**src/rtl/gpc_pkg.sv**
```systemverilog
package gpc_pkg;

  typedef enum logic [2:0] {
    IDLE_LOW = 3'd0,
    BLANK    = 3'd1,
    ON       = 3'd2,
    SOFT_OFF = 3'd3,
    MUTE     = 3'd4,
    UVLO     = 3'd5
  } drvState_t;

  // strobes from control to datapath
  typedef struct packed {
    logic loadBlank;
    logic loadSoft;
    logic loadMute;
  } ctrlStrobe_t;

  // conditions from datapath to control
  typedef struct packed {
    logic supOk;
    logic cmdRise;
    logic timerZero;
  } dpStatus_t;

endpackage

```
**src/rtl/gpc_datapath.sv**
```systemverilog
module gpc_datapath
  import gpc_pkg::*;
#(
  parameter int BLANK_CYC = 650,
  parameter int SOFT_CYC  = 1000,
  parameter int MUTE_CYC  = 5000
) (
  input  logic        clk,
  input  logic        rstN,
  input  logic        cmdIn,
  input  logic        supRiseOk,
  input  logic        supFallOk,
  input  ctrlStrobe_t strobe,
  output dpStatus_t   status
);

  localparam int MAX_BS  = (BLANK_CYC > SOFT_CYC) ? BLANK_CYC : SOFT_CYC;
  localparam int MAX_CYC = (MAX_BS > MUTE_CYC) ? MAX_BS : MUTE_CYC;
  localparam int TMR_W   = $clog2(MAX_CYC + 1);

  logic             supOk;
  logic             cmdPrev;
  logic [TMR_W-1:0] timer;
  logic [TMR_W-1:0] loadVal;
  logic             loadAny;

  // supply acceptance with hysteresis
  always_ff @(posedge clk or negedge rstN) begin
    if (!rstN) begin
      supOk <= 1'b0;
    end else if (!supOk && supRiseOk) begin
      supOk <= 1'b1;
    end else if (supOk && !supFallOk) begin
      supOk <= 1'b0;
    end
  end

  // command history for edge detection
  always_ff @(posedge clk or negedge rstN) begin
    if (!rstN) begin
      cmdPrev <= 1'b0;
    end else begin
      cmdPrev <= cmdIn;
    end
  end

  // phase length selection
  always_comb begin
    loadAny = strobe.loadBlank | strobe.loadSoft | strobe.loadMute;
    loadVal = '0;
    if (strobe.loadBlank) begin
      loadVal = TMR_W'(BLANK_CYC - 1);
    end else if (strobe.loadSoft) begin
      loadVal = TMR_W'(SOFT_CYC - 1);
    end else if (strobe.loadMute) begin
      loadVal = TMR_W'(MUTE_CYC - 1);
    end
  end

  // shared down-counter for all timed phases
  always_ff @(posedge clk or negedge rstN) begin
    if (!rstN) begin
      timer <= '0;
    end else if (loadAny) begin
      timer <= loadVal;
    end else if (timer != '0) begin
      timer <= timer - 1'b1;
    end
  end

  assign status.supOk     = supOk;
  assign status.cmdRise   = cmdIn & ~cmdPrev;
  assign status.timerZero = (timer == '0);

endmodule

```
**src/rtl/gpc_control.sv**
```systemverilog
module gpc_control
  import gpc_pkg::*;
(
  input  logic        clk,
  input  logic        rstN,
  input  logic        cmdIn,
  input  logic        desatIn,
  input  logic        gateLowIn,
  input  dpStatus_t   status,
  output ctrlStrobe_t strobe,
  output logic        pullUpEn,
  output logic        strongDnEn,
  output logic        weakDnEn,
  output logic        clampEn,
  output logic        faultN
);

  drvState_t state, stateNext;

  always_ff @(posedge clk or negedge rstN) begin
    if (!rstN) begin
      state <= UVLO;
    end else begin
      state <= stateNext;
    end
  end

  always_comb begin
    stateNext = state;
    strobe    = '0;
    if (!status.supOk) begin
      stateNext = UVLO;
    end else begin
      unique case (state)
        UVLO: stateNext = IDLE_LOW;
        IDLE_LOW: begin
          if (status.cmdRise) begin
            stateNext        = BLANK;
            strobe.loadBlank = 1'b1;
          end
        end
        BLANK: begin
          if (!cmdIn) begin
            stateNext = IDLE_LOW;
          end else if (status.timerZero) begin
            stateNext = ON;
          end
        end
        ON: begin
          if (desatIn) begin
            stateNext       = SOFT_OFF;
            strobe.loadSoft = 1'b1;
          end else if (!cmdIn) begin
            stateNext = IDLE_LOW;
          end
        end
        SOFT_OFF: begin
          if (status.timerZero) begin
            stateNext       = MUTE;
            strobe.loadMute = 1'b1;
          end
        end
        MUTE: begin
          if (status.timerZero) begin
            stateNext = IDLE_LOW;
          end
        end
        default: stateNext = UVLO;
      endcase
    end
  end

  // output stage decode
  always_comb begin
    pullUpEn   = 1'b0;
    strongDnEn = 1'b0;
    weakDnEn   = 1'b0;
    clampEn    = 1'b0;
    faultN     = 1'b1;
    unique case (state)
      BLANK, ON: pullUpEn = 1'b1;
      SOFT_OFF: begin
        faultN     = 1'b0;
        weakDnEn   = ~gateLowIn;
        strongDnEn = gateLowIn;
        clampEn    = gateLowIn;
      end
      MUTE: begin
        faultN     = 1'b0;
        strongDnEn = 1'b1;
        clampEn    = gateLowIn;
      end
      default: begin
        strongDnEn = 1'b1;
        clampEn    = gateLowIn & ~cmdIn;
      end
    endcase
  end

endmodule

```
**src/rtl/gate_protect_ctrl.sv**
```systemverilog
module gate_protect_ctrl
  import gpc_pkg::*;
#(
  parameter int BLANK_CYC = 650,
  parameter int SOFT_CYC  = 1000,
  parameter int MUTE_CYC  = 5000
) (
  input  logic clk,
  input  logic rstN,
  input  logic cmdIn,
  input  logic supRiseOk,
  input  logic supFallOk,
  input  logic desatIn,
  input  logic gateLowIn,
  output logic pullUpEn,
  output logic strongDnEn,
  output logic weakDnEn,
  output logic clampEn,
  output logic faultN
);

  ctrlStrobe_t strobe;
  dpStatus_t   status;

  gpc_datapath #(
    .BLANK_CYC(BLANK_CYC),
    .SOFT_CYC (SOFT_CYC),
    .MUTE_CYC (MUTE_CYC)
  ) uDatapath (
    .clk      (clk),
    .rstN     (rstN),
    .cmdIn    (cmdIn),
    .supRiseOk(supRiseOk),
    .supFallOk(supFallOk),
    .strobe   (strobe),
    .status   (status)
  );

  gpc_control uControl (
    .clk       (clk),
    .rstN      (rstN),
    .cmdIn     (cmdIn),
    .desatIn   (desatIn),
    .gateLowIn (gateLowIn),
    .status    (status),
    .strobe    (strobe),
    .pullUpEn  (pullUpEn),
    .strongDnEn(strongDnEn),
    .weakDnEn  (weakDnEn),
    .clampEn   (clampEn),
    .faultN    (faultN)
  );

endmodule

```
**config.mk**
```make
export PLATFORM = sky130hd
export DESIGN_NAME = gate_protect_ctrl
export DESIGN_NICKNAME = d
export VERILOG_FILES = /design/src/rtl/gpc_pkg.sv /design/src/rtl/gpc_datapath.sv /design/src/rtl/gpc_control.sv /design/src/rtl/gate_protect_ctrl.sv
export SDC_FILE = /design/constraint.sdc
export NUM_CORES = 1
export LEC_CHECK = 0
export CAP_MARGIN = 20
export CORE_ASPECT_RATIO = 0.5
export CORE_MARGIN = 2
export CORE_UTILIZATION = 40
export DETAILED_ROUTE_END_ITERATION = 10
export SYNTH_ARGS = -nofsm -noshare
export SYNTH_HDL_FRONTEND = slang
export SYNTH_SLANG_ARGS = --single-unit
```
**constraint.sdc**
```tcl
create_clock -name clk -period 3.25 [get_ports clk]
set_input_delay 0.325 -clock clk [delete_from_list [all_inputs] [get_ports clk]]
set_output_delay 0.325 -clock clk [all_outputs]
set_load 0.01 [all_outputs]
```
==> reports/qor.yml <==
via_per_inst: 5.27
globalRouteOverflowTotal: 0
rsz0062_at_grt: "no"
start_util: 0.419
fin_setup_tns_ns: 0
cp.required_ns: 2.92
rows: 13
post-cts-setup-buffers: 0
antenna_found_initial: 0
drive_gt1_frac: 0.102
synth_edf_count: 0
insertion_delay_ns: 0.26
swShare: 0.365
criticalPathCategory: "reg2out"
critPathMaxFanout: 10
cts_tree: "done"
ff2ff_path_depth: 6
portBuffers: 11
endpoint_kind: "output port"
cts_made_buffers: 3
cellPowerDensity_nw_per_um2: 739
ys_ff_latch: 18
multi_input_area_um2: 602
seqPwrFrac: 0.442
die_w_um: 77.6
hold_path.class: "in2async"
path_clk_slew_ns: 0.07
setup_viol: 0
critPathLaunchType: "flip-flop"
crit_slowest_cell: "dfstp_2"
dp_hpwl_um: 1510
ys_seq_area_frac: 0.418
worst_slew_pin_slew_ns: 0.809
ios: 12
finalClockSkew_ns: 0.00455
power.clock.fraction: 0.196
syn_nets: 125
die_h_um: 40.8
max_freq_mhz: 389
max_slew_margin: 0.456
holdWs_ns: 0.525
p_switching_mw: 0.345
pwr-share-comb: 0.362
fillers: 235
wirelength_um: 2130
areaGrowthSynthToFinish_pct: 18.1
gp_congestion: 0.781
syn_area_um2: 1080
hold_viol: 0
vdd_drop_max_uv: 276
clock-sinks: 18
post_cts_resized: 0
internal_power_mw: 0.602
core_um2: 2590
p_leak_nw: 0.525
root_buffer: "clkbuf_8"
cp_slowest_stage_delay_ns: 0.61
power.total_mw: 0.947
ant_nets: 0
syn_avg_cell_area_um2: 9.27
async_flop_share: 1.00
grt_pass1_vias: 762
fin_nets: 137
finalMaxSlewViolations: 0
outcome: "finished, final reports clean"
yosysWarnings: 0
fin_crit_sh: 0.791
dieArea_um2: 3170
syn_inst: 117
first_pass_iters: 4
wl_per_cell_um: 12.9
drt_iter0_drc: 48
drc: 0
synth_cell_types: 41
cts-hold-fix-buffers: 0
register_area_um2: 453
antenna_cells: 0
worstPathArrival_ns: 2.25
grt_util_all_layers: 0.159
cts_buffer_depth: 2
ff2ff_setup_slack_ns: 1.00
grt_pass1_wl_um: 3650
path_cells: "or3b_2, a21boi_0, o21ai_0, and2_1, clkdlybuf4s50_1"
vias: 870
cts.htree.levels: 1
min_period_ns: 2.57
synthFlopType: "dfrtp_1"
grt_max_degree: 19
maxCapViolations: 0
cells in the final DEF, fill, tap and decap left out, types with 2 or more instances in the layout:
| cell | n |
|---|---|
| dfrtp_1 | 16 |
| nor2_1 | 13 |
| clkdlybuf4s50_1 | 11 |
| nand2_1 | 10 |
| nor3_1 | 6 |
| xnor2_1 | 5 |
| o21ai_0 | 5 |
| nand3_1 | 5 |
| nor2b_1 | 4 |
| a21boi_0 | 4 |
| inv_1 | 4 |
| mux2i_1 | 4 |
| clkbuf_8 | 4 |
| nand4b_1 | 3 |
| or3b_2 | 2 |
| or4_1 | 2 |
| o22ai_1 | 2 |
| o31ai_1 | 2 |
| mux2_2 | 2 |
| dfstp_2 | 2 |
per-stage QoR:
stage	utilization	setup slack [ns]	area, µm²	cells
floorplan	-	1.27	1080	117
global placement	0.474	0.989	1230	161
detailed placement	0.474	0.970	1230	161
CTS	0.495	0.678	1280	165
global route	0.495	0.574	1280	165
finish	0.495	0.680	1280	165
final timing paths:
check,start,endpoint
setup / recovery,uControl.state[2]$_DFFE_PN1P_,clampEn
hold / removal,rstN,uDatapath.timer[6]$_DFFE_PN0P_
setup reg to reg,uDatapath.timer[0]$_DFFE_PN0P_,uControl.state[1]$_DFFE_PN0P_
hold reg to reg,uDatapath.timer[10]$_DFFE_PN0P_,uDatapath.timer[10]$_DFFE_PN0P_
max in group asynchronous,rstN,uDatapath.timer[2]$_DFFE_PN0P_
min in group clk,uDatapath.timer[10]$_DFFE_PN0P_,uDatapath.timer[10]$_DFFE_PN0P_
Yosys cell counts, types with 2 or more instances:
cell type,n,area (µm²)
dfrtp_1,16,400
nor2_1,13,48.8
nand2_1,10,37.5
nor3_1,6,30.0
nand3_1,5,25.0
o21ai_0,5,25.0
xnor2_1,5,43.8
a21boi_0,4,30.0
clkbuf_1,4,15.0
inv_1,4,15.0
mux2i_1,4,40.0
nor2b_1,4,25.0
nand4b_1,3,26.3
dfstp_2,2,52.6
mux2_2,2,22.5
o22ai_1,2,12.5
o31ai_1,2,15.0
or3b_2,2,17.5
or4_1,2,15.0
power by group through the flow:
stage	clock [mW]	sequential [mW]	combinational (mW)
finish	0.186	0.418	0.343
global route	0.201	0.434	0.394
CTS	0.190	0.417	0.346
detailed placement	0	0.418	0.346
global placement	0	0.419	0.345
floorplan	0	0.381	0.288
layout make-up:
| type | instances | area share |
|---|---|---|
| multi-input combinational | 91 | 0.470 |
| sequential | 18 | 0.354 |
| timing repair buffer | 11 | 0.0859 |
| inverter | 4 | 0.0117 |
| clock buffer | 4 | 0.0430 |
| tap | 37 | 0.0361 |
critical path: cells and delay by family, from the launching register on:
kind            cells  cell delay [ns]
compound gates      2             0.24
flops               1             0.61
buf+inv             1             0.53
simple gates        2             0.61
state kept, by name (all words and copies together) (netlist names):
| signal | cells |
|---|---|
| uControl.state | 3 |
| uDatapath.cmdPrev | 1 |
| uDatapath.supOk | 1 |
| uDatapath.timer | 13 |
metal layers:
metal,vias to the layer above,routed length (µm),GRT usage
met5,-,0,0
met4,0,38,0.0670
met3,6,107,0.0485
met2,14,875,0.261
met1,398,1100,0.203
li1,452,-,-
logic make-up after synthesis:
group                    after synthesis  synth area share
AND/OR/NAND/NOR                       54             0.284
multiplexers                           6            0.0577
AO/OA/AOI/OAI                         24             0.153
flip-flops                            18             0.418
XOR/XNOR                               6            0.0484
buffers and inverters                  8            0.0277
adder cells (fa/ha/maj)                1            0.0115
Power figures use the tool's default switching activity.
